--- src/rtl/pmc_pkg.sv ---
package pmc_pkg;
  typedef enum logic [1:0] {
    PM_RUN   = 2'd0,
    PM_IDLE  = 2'd1,
    PM_PDOWN = 2'd2,
    PM_STAB  = 2'd3
  } pm_mode_e;
endpackage

--- src/rtl/pmc_sync.sv ---
// Multi-stage synchroniser for asynchronous pins.
module pmc_sync #(
  parameter int          W       = 1,
  parameter int          STAGES  = 2,
  parameter logic [W-1:0] RST_VAL = '0
) (
  input  logic         clk,
  input  logic         rst_n,
  input  logic [W-1:0] d,
  output logic [W-1:0] q
);
  logic [STAGES-1:0][W-1:0] stg;

  always_ff @(posedge clk or negedge rst_n) begin
    if (!rst_n) begin
      for (int i = 0; i < STAGES; i++) stg[i] <= RST_VAL;
    end else begin
      stg[0] <= d;
      for (int i = 1; i < STAGES; i++) stg[i] <= stg[i-1];
    end
  end

  assign q = stg[STAGES-1];
endmodule

--- src/rtl/pmc_clk_gate.sv ---
// Toggle flop that divides by two and gates in one register. It stops only
// from the low phase, so a high phase always lasts one full oscillator cycle.
module pmc_clk_gate (
  input  logic clk,
  input  logic rst_n,
  input  logic en,
  output logic gclk
);
  always_ff @(posedge clk or negedge rst_n) begin
    if (!rst_n)    gclk <= 1'b0;
    else if (gclk) gclk <= 1'b0;
    else           gclk <= en;
  end
endmodule

--- src/rtl/pmc_rst_ctl.sv ---
// Qualifies the synchronised reset pin for RST_CYC cycles before asserting
// the internal reset.
module pmc_rst_ctl #(
  parameter int RST_CYC = 24
) (
  input  logic clk,
  input  logic rst_n,
  input  logic rst_seen,
  output logic core_rst
);
  localparam int CW = (RST_CYC < 2) ? 1 : $clog2(RST_CYC + 1);
  localparam logic [CW-1:0] LAST = CW'(RST_CYC - 1);

  logic [CW-1:0] cnt;

  always_ff @(posedge clk or negedge rst_n) begin
    if (!rst_n) begin
      cnt      <= '0;
      core_rst <= 1'b0;
    end else begin
      if (!rst_seen)        cnt <= '0;
      else if (cnt != LAST) cnt <= cnt + CW'(1);
      core_rst <= rst_seen && (cnt == LAST);
    end
  end
endmodule

--- src/rtl/pmc_fsm.sv ---
// Mode sequencer: request bits, wake decisions, settling count, RAM inhibit.
module pmc_fsm
  import pmc_pkg::*;
#(
  parameter int NUM_IRQ = 5,
  parameter int STAB_W  = 12
) (
  input  logic               clk,
  input  logic               rst_n,
  input  logic               ctl_wr,
  input  logic               ctl_idle,
  input  logic               ctl_pd,
  input  logic [NUM_IRQ-1:0] irq_pending,
  input  logic               ext_wake,
  input  logic               rst_seen,
  input  logic               core_rst,
  input  logic [STAB_W-1:0]  stab_cnt,
  output pm_mode_e           mode,
  output logic               idle_bit,
  output logic               pd_bit,
  output logic               ram_inhibit
);
  logic [STAB_W-1:0] scnt;
  logic              any_irq;
  logic              wr_ok;

  assign any_irq = |irq_pending;
  assign wr_ok   = ctl_wr && !rst_seen && !ram_inhibit;

  always_ff @(posedge clk or negedge rst_n) begin
    if (!rst_n) begin
      mode        <= PM_RUN;
      idle_bit    <= 1'b0;
      pd_bit      <= 1'b0;
      ram_inhibit <= 1'b0;
      scnt        <= '0;
    end else if (core_rst) begin
      mode        <= PM_RUN;
      idle_bit    <= 1'b0;
      pd_bit      <= 1'b0;
      ram_inhibit <= 1'b0;
    end else begin
      unique case (mode)
        PM_RUN: begin
          if (ram_inhibit && !rst_seen) begin
            ram_inhibit <= 1'b0;
          end else if (wr_ok && ctl_pd) begin
            pd_bit   <= 1'b1;
            idle_bit <= 1'b0;
            mode     <= PM_PDOWN;
          end else if (wr_ok && ctl_idle) begin
            idle_bit <= 1'b1;
            mode     <= PM_IDLE;
          end
        end
        PM_IDLE: begin
          if (rst_seen) begin
            mode        <= PM_RUN;
            ram_inhibit <= 1'b1;
          end else if (any_irq) begin
            mode     <= PM_RUN;
            idle_bit <= 1'b0;
          end
        end
        PM_PDOWN: begin
          if (!rst_seen && ext_wake) begin
            mode   <= PM_STAB;
            pd_bit <= 1'b0;
            scnt   <= stab_cnt;
          end
        end
        PM_STAB: begin
          if (!rst_seen) begin
            if (scnt == '0) mode <= PM_RUN;
            else            scnt <= scnt - STAB_W'(1);
          end
        end
        default: mode <= PM_RUN;
      endcase
    end
  end
endmodule

--- src/rtl/pwr_mode_ctrl.sv ---
module pwr_mode_ctrl
  import pmc_pkg::*;
#(
  parameter int NUM_IRQ     = 5,
  parameter int STAB_W      = 12,
  parameter int SYNC_STAGES = 2,
  parameter int MC_OSC      = 12,
  parameter int RST_MC      = 2
) (
  input  logic               osc_clk,
  input  logic               por_n,
  input  logic               hw_rst,
  input  logic               ctl_wr,
  input  logic               ctl_idle,
  input  logic               ctl_pd,
  input  logic [NUM_IRQ-1:0] irq_pending,
  input  logic [1:0]         ext_int_n,
  input  logic [1:0]         ext_en,
  input  logic [STAB_W-1:0]  stab_cnt,
  output logic               cpu_clk,
  output logic               per_clk,
  output logic               osc_en,
  output logic               ram_inhibit,
  output logic               core_rst,
  output logic [1:0]         mode,
  output logic               idle_bit,
  output logic               pd_bit
);
  localparam int RST_CYC = RST_MC * MC_OSC;
  localparam int N_DOM   = 2;

  pm_mode_e   mode_q;
  logic       rst_seen;
  logic [1:0] ext_s;
  logic       ext_wake;
  logic       ext_wake_raw;
  logic [N_DOM-1:0] dom_en;
  logic [N_DOM-1:0] dom_clk;

  pmc_sync #(.W(1), .STAGES(SYNC_STAGES), .RST_VAL(1'b0)) u_rst_sync (
    .clk(osc_clk), .rst_n(por_n), .d(hw_rst), .q(rst_seen)
  );

  pmc_sync #(.W(2), .STAGES(SYNC_STAGES), .RST_VAL(2'b11)) u_ext_sync (
    .clk(osc_clk), .rst_n(por_n), .d(ext_int_n), .q(ext_s)
  );

  assign ext_wake     = |(~ext_s & ext_en);
  assign ext_wake_raw = |(~ext_int_n & ext_en);

  pmc_rst_ctl #(.RST_CYC(RST_CYC)) u_rst (
    .clk(osc_clk), .rst_n(por_n), .rst_seen(rst_seen), .core_rst(core_rst)
  );

  pmc_fsm #(.NUM_IRQ(NUM_IRQ), .STAB_W(STAB_W)) u_fsm (
    .clk(osc_clk), .rst_n(por_n),
    .ctl_wr(ctl_wr), .ctl_idle(ctl_idle), .ctl_pd(ctl_pd),
    .irq_pending(irq_pending), .ext_wake(ext_wake),
    .rst_seen(rst_seen), .core_rst(core_rst), .stab_cnt(stab_cnt),
    .mode(mode_q), .idle_bit(idle_bit), .pd_bit(pd_bit),
    .ram_inhibit(ram_inhibit)
  );

  // Domain 0 is the CPU, domain 1 the peripherals.
  assign dom_en[0] = (mode_q == PM_RUN);
  assign dom_en[1] = (mode_q == PM_RUN) || (mode_q == PM_IDLE);

  for (genvar g = 0; g < N_DOM; g++) begin : g_dom
    pmc_clk_gate u_gate (
      .clk(osc_clk), .rst_n(por_n), .en(dom_en[g]), .gclk(dom_clk[g])
    );
  end

  assign cpu_clk = dom_clk[0];
  assign per_clk = dom_clk[1];
  assign mode    = mode_q;
  // The pin wake and the reset pin reach the oscillator without a clock edge.
  assign osc_en  = (mode_q != PM_PDOWN) || hw_rst || ext_wake_raw;
endmodule

--- config.mk ---
export PLATFORM = sky130hd
export DESIGN_NAME = pwr_mode_ctrl
export DESIGN_NICKNAME = d
export VERILOG_FILES = /design/src/rtl/pmc_pkg.sv /design/src/rtl/pmc_sync.sv /design/src/rtl/pmc_clk_gate.sv /design/src/rtl/pmc_rst_ctl.sv /design/src/rtl/pmc_fsm.sv /design/src/rtl/pwr_mode_ctrl.sv
export SDC_FILE = /design/constraint.sdc
export NUM_CORES = 1
export LEC_CHECK = 0
export ABC_AREA = 1
export CORE_ASPECT_RATIO = 1.75
export CORE_UTILIZATION = 52
export CTS_BUF_LIST = sky130_fd_sc_hd__clkbuf_16
export DETAILED_ROUTE_END_ITERATION = 7
export GPL_ROUTABILITY_DRIVEN = 0
export PLACE_DENSITY_LB_ADDON = 0.3
export SLEW_MARGIN = 40
export SYNTH_ARGS = -nofsm -noshare
export SYNTH_HDL_FRONTEND = slang
export SYNTH_HIERARCHICAL = 1
export SYNTH_SLANG_ARGS = --single-unit
--- constraint.sdc ---
create_clock -name osc_clk -period 1.95 [get_ports osc_clk]
set_input_delay 0.195 -clock osc_clk [delete_from_list [all_inputs] [get_ports osc_clk]]
set_output_delay 0.195 -clock osc_clk [all_outputs]
set_load 0.005 [all_outputs]
Word-level counts from Yosys, hierarchy flattened
Index checks and enable logic that the tools add are counted.
W data, S select, Z words.
{"block": "word_totals", "ff_bits": 31, "in_bits": 27, "out_inout_bits": 9, "elab_cells": 100}
{"block": "classes", "addsub": 2, "eq_ne": 21, "muxes": 34, "n_bitwise": 5, "n_reduce_logical": 25}
{"op": "$mux W12", "n": 3}
{"op": "$pmux W12 S2", "n": 1}
{"op": "$mux W2", "n": 9}
{"op": "$mux W1", "n": 15}
{"op": "$logic_not A12 Y1", "n": 1}
{"op": "$ne A3 B3 Y1 const B", "n": 4}
{"op": "$sub A12 B1 Y12 const B", "n": 1}
{"op": "$mux W5", "n": 2}
{"op": "$reduce_and A5 Y1", "n": 2}
{"op": "$ne A3 B2 Y1 const B", "n": 3}
{"op": "$pmux W2 S4", "n": 1}
{"op": "$logic_and A1 B1 Y1", "n": 7}
{"op": "$ne A2 B2 Y1 const B", "n": 3}
{"op": "$ne A3 B1 Y1 const B", "n": 2}
{"op": "$pmux W1 S2", "n": 3}
{"op": "$reduce_and A6 Y1", "n": 1}
{"op": "$reduce_bool A3 Y1", "n": 2}
{"op": "$add A5 B1 Y5 const B", "n": 1}
{"op": "$eq A5 B5 Y1 const B", "n": 1}
{"op": "$ne A5 B5 Y1 const B", "n": 1}
{"op": "$reduce_or A5 Y1", "n": 1}
{"op": "$and A2 B2 Y2", "n": 2}
{"op": "$eq A2 B2 Y1 const B", "n": 2}
{"op": "$ne A2 B1 Y1 const B", "n": 2}
{"op": "12 further kinds", "n": 17}

Longest topological paths before layout
{"block": "logic_depth", "depth_word": 9, "mapped_depth": 13, "ltp_nobuf": 12}

Cells and area by module
The synthesis kept the hierarchy.
{"module": "pmc_fsm", "instances": 1, "cells_each": 212, "area_per_inst_um2": 1312.5, "seq_area_each_um2": 425.4}
{"module": "pmc_rst_ctl", "instances": 1, "cells_each": 41, "area_per_inst_um2": 315.3, "seq_area_each_um2": 150.1}
{"module": "pmc_sync at u_ext_sync", "instances": 1, "cells_each": 6, "area_per_inst_um2": 120.1, "seq_area_each_um2": 105.1}
{"module": "pmc_clk_gate", "instances": 2, "cells_each": 3, "area_per_inst_um2": 35.0, "seq_area_each_um2": 25.0}
{"module": "pwr_mode_ctrl", "instances": 1, "cells_each": 13, "area_per_inst_um2": 51.3, "seq_area_each_um2": 0.0}
{"module": "pmc_sync at u_rst_sync", "instances": 1, "cells_each": 2, "area_per_inst_um2": 50.0, "seq_area_each_um2": 50.0}

Worst setup path before layout
Ideal clock, no wire load.
{"block": "synth_path", "kind": "register -> register", "start": "register u_ext_sync.stg, in the netlist u_ext_sync/q[0]", "end": "register u_fsm.mode[1]", "setup_time_ns": 0.118, "arrival_time_ns": 1.262, "required_time_ns": 1.832, "slack_ns": 0.570, "stages_incl_launch_ff": 12, "n_path_buf": 1, "synth_period_minus_slack_ns": 1.380, "cell_sequence": "dfstp_2 -> buf_4 -> o21ai_0 -> nand2_1 -> nand2_1 -> nor2_1 -> nor2_2 -> nand2_1 -> nor2_1 -> nand2_1 -> nand2_1 -> nand2_1"}
{"block": "synth_between", "elab_chain_cells": 6}
{"item": "start, declared", "line": "pmc_sync.sv:12", "text": "logic [STAGES-1:0][W-1:0] stg;"}
{"item": "$not A2 Y2", "line": "pwr_mode_ctrl.sv:48", "text": "assign ext_wake = |(~ext_s & ext_en);"}
{"item": "$and A2 B2 Y2", "line": "pwr_mode_ctrl.sv:48"}
{"item": "$reduce_or A2 Y1", "line": "pwr_mode_ctrl.sv:48"}
{"item": "net ext_wake", "line": "pwr_mode_ctrl.sv:35", "text": "logic ext_wake;"}
{"item": "$logic_and A1 B1 Y1", "line": "pmc_fsm.sv:66", "text": "if (!rst_seen && ext_wake) begin"}
{"item": "$ne A3 B2 Y1 (no source line)"}
{"item": "$reduce_and A6 Y1 (no source line)"}
{"item": "end signal, assigned", "line": "pmc_fsm.sv:67", "text": "mode <= PM_STAB;"}
{"item": "end signal, assigned", "line": "pmc_fsm.sv:74", "text": "if (scnt == '0) mode <= PM_RUN;"}
{"item": "end signal, assigned", "line": "pmc_fsm.sv:78", "text": "default: mode <= PM_RUN;"}
{"item": "end, declared", "line": "pmc_fsm.sv:18", "text": "output pm_mode_e mode,"}
The timed path passes the listed nets, and every way through them passes these cells.
A chain may end at the register's enable or synchronous reset.

Worst setup path in the final report
{"block": "layout_path", "start": "register u_fsm.scnt[0]", "end": "register u_fsm.scnt[7]"}
{"block": "layout_between", "elab_chain_cells": 4}
{"item": "start, declared", "line": "pmc_fsm.sv:23", "text": "logic [STAB_W-1:0] scnt;"}
{"item": "start signal, assigned", "line": "pmc_fsm.sv:69", "text": "scnt <= stab_cnt;"}
{"item": "start signal, assigned", "line": "pmc_fsm.sv:75", "text": "else scnt <= scnt - STAB_W'(1);"}
{"item": "$sub A12 B1 Y12", "line": "pmc_fsm.sv:75"}
{"item": "$mux W12", "line": "pmc_fsm.sv:74"}
{"item": "$mux W12", "line": "pmc_fsm.sv:73", "text": "if (!rst_seen) begin"}
{"item": "$pmux W12 S2", "line": "pmc_fsm.sv:43", "text": "unique case (mode)"}
Several ways; a longest one is shown, not always the timed one. The select of a mux whose other input is x is not followed.

==> out/results.ini <==
[status]
outcome = completed

[detailed_routing]
drtIter0Drc = 111
firstDrtPassIters = 4
ant_nets = 0
vias_per_cell = 5.23
vias = 1918
wl_per_cell_um = 12.6
wirelength_mm = 4.61
drc = 0

[sta]
layout_setup_ws_ps = 250
rsz0062_at_grt = no
clock_skew_ps = 5.16
tns_ps = 0
finalHoldViolations = 0
finalCritPeriodShare_pct = 87.2
maxSlewViolCount = 0
tightest_slew_ps = 391
fmax_mhz = 588
period_needed_ps = 1700
setup_viol = 0
slew_headroom_pct = 73.9

[yosys]
ys_ff_latch = 31
syn-num-nets = 310
synthTopCellsByArea = dfrtp_1, nand2_1, nor2_1
ys_types = 30
synthCells = 280
syn_area_per_cell_um2 = 6.85
synth_top_area_cell = dfrtp_1
seq_area_frac_synth_pct = 40.7
syn-cell-area_um2 = 1920
ys_warn_count = 6
synth_top_area_share_pct = 35.2

[clock_network]
clock_sinks = 31
cts_buffers = 5
cts.path.max_buffers = 2
clock_latency_ps = 280
clk_pin_slew_ps = 50
ctsResizeCount = 0
cts.htree.levels = 2
cts-root-buf = clkbuf_16
cts_hold_buf = 0
post-cts-setup-buffers = 0
cts_tree = done

[worst_hold_path]
min_path_type = in2async

[critical_path]
path_max_fanout = 16
end_kind = register
path_common_cell = nand2_1
critical_path.top_delay_family = simple AND/OR/NAND/NOR gates
cp.arrival_ps = 1860
max_stage_delay_ps = 410
critPathLaunchType = register
critical-path-slowest-cell = dfrtp_1
path_cells = inv_1 > ha_1 > nand2_1 > nor2_1 > nand2_1 > nand2_1 > nand2_2 > nand2_4 > inv_2 > nand2_1 > nand2_1
worstSetupPathType = reg2reg
required_ps = 2110
path_buf_inv = 2

[power]
total_leakage_power_nw = 1.24
total_power_w = 0.00327
irDropWorstVdd_mv = 0.832
powerDensity_nw_per_um2 = 1330

[layout]
fin_util_pct = 70.9
layout_common_cells = nand2_1, nor2_1, clkdlybuf4s50_1
final_common_cell = nand2_1
drive_gt1_share_pct = 11.5
area_delta_synth_final_pct = 28.1
n_antenna_cell = 0
fin_cells = 367
nNetsFinal = 351

[die]
rows = 28
ios = 36
start_util_pct = 55.3
chipWidth_um = 47.9
design.core.area_um2 = 3470
die_area_um2 = 3950
die_h_um = 82.4

[placement]
detailed_place_hpwl_mm = 3.21
dp_worst_setup_slack_ps = 215
portBuffers = 35
place_inst = 359

[global_routing]
grt_overflow_total = 0
grt_pass1_vias = 1801
track_usage_pct = 26.6
antenna_found_initial = 0
grt_pass1_wl_mm = 7.38
grt_max_degree = 32

[run]
maxCapViolCount = 0

-- cell families (layout without fill, tap and decap cells) --
| logic type | after synthesis | count (layout) | share of synthesized area (%) |
|---|---|---|---|
| compound gates | 26 | 26 | 8.54 |
| flops | 31 | 31 | 40.7 |
| buf+inv | 40 | 82 | 8.67 |
| fa+ha+maj | 3 | 3 | 1.96 |
| simple gates | 179 | 179 | 39.7 |
| xor+xnor | 1 | 1 | 0.456 |
-- routing by layer --
| metal | wire length [um] | up-vias | track usage (%) |
|---|---|---|---|
| li1 | - | 949 | - |
| met2 | 2390 | 82 | 46.9 |
| met5 | 0 | - | 0 |
| met1 | 1790 | 870 | 25.6 |
| met3 | 240 | 17 | 5.87 |
| met4 | 186 | 0 | 17.8 |
-- cell type report --
cell class              count  area (um^2)
clock inverters             3         12.5
flip-flops and latches     31          781
clock buffers               5          125
inverters                  35          131
fillers                   277         1010
well taps                  45         56.3
multi-input cells         209          972
repair buffers             39          380
-- where the power goes --
group / internal, W / leakage, nW / switching (W)
sequential: 0.000851 / 0.383 / 0.000212
combinational: 0.000607 / 0.789 / 0.000874
clock: 0.000460 / 0.0724 / 0.000266
-- path summary, 6_finish.rpt --
kind / slack, ps / from / depth (start not counted) / endpoint
worst max register to register: 250 / u_fsm/scnt[0] / 11 / u_fsm/scnt[7]
worst max-delay path: 250 / u_fsm/scnt[0] / 11 / u_fsm/scnt[7]
worst min register to register: 340 / u_rst_sync/stg[0] / 0 / u_rst_sync/q
worst min-delay path: 310 / por_n / 2 / u_fsm/scnt[5]
min in group osc_clk: 340 / u_rst_sync/stg[0] / 0 / u_rst_sync/q
max in group asynchronous: 1310 / por_n / 2 / u_ext_sync/q[0]
-- per-stage QoR --
step | instance area (um^2) | hold WS, ps
5_1_grt | 2460 | 357
6_report | 2460 | 311
4_1_cts | 2460 | 330
3_3_place_gp | 2320 | 337
2_1_floorplan | 1920 | -101
3_5_place_dp | 2320 | 336
-- registers in the layout, indices dropped and copies added (netlist names) --
name,cells
u_rst/cnt,5
u_fsm/pd_bit,1
u_rst_sync/q,1
u_fsm/idle_bit,1
u_ext_sync/q,2
u_fsm/ram_inhibit,1
g_dom.u_gate/gclk,2
u_fsm/mode,2
u_ext_sync/stg,2
u_rst/core_rst,1
u_fsm/scnt,12
u_rst_sync/stg,1
-- cell usage after synthesis, drive strengths merged --
library cell and number:
nand4 4, nand3 21, clkinv 1, dfstp 4
ha 3, dfrtp 27, nand2 107, o21bai 1
or2 4, o211ai 1, nor3 1, a21oi 6
o21ai 16, buf 4, a31oi 2, clkbuf 1
nor2 42, xnor2 1, inv 34
Note: power is estimated with default switching activity, not from simulation.
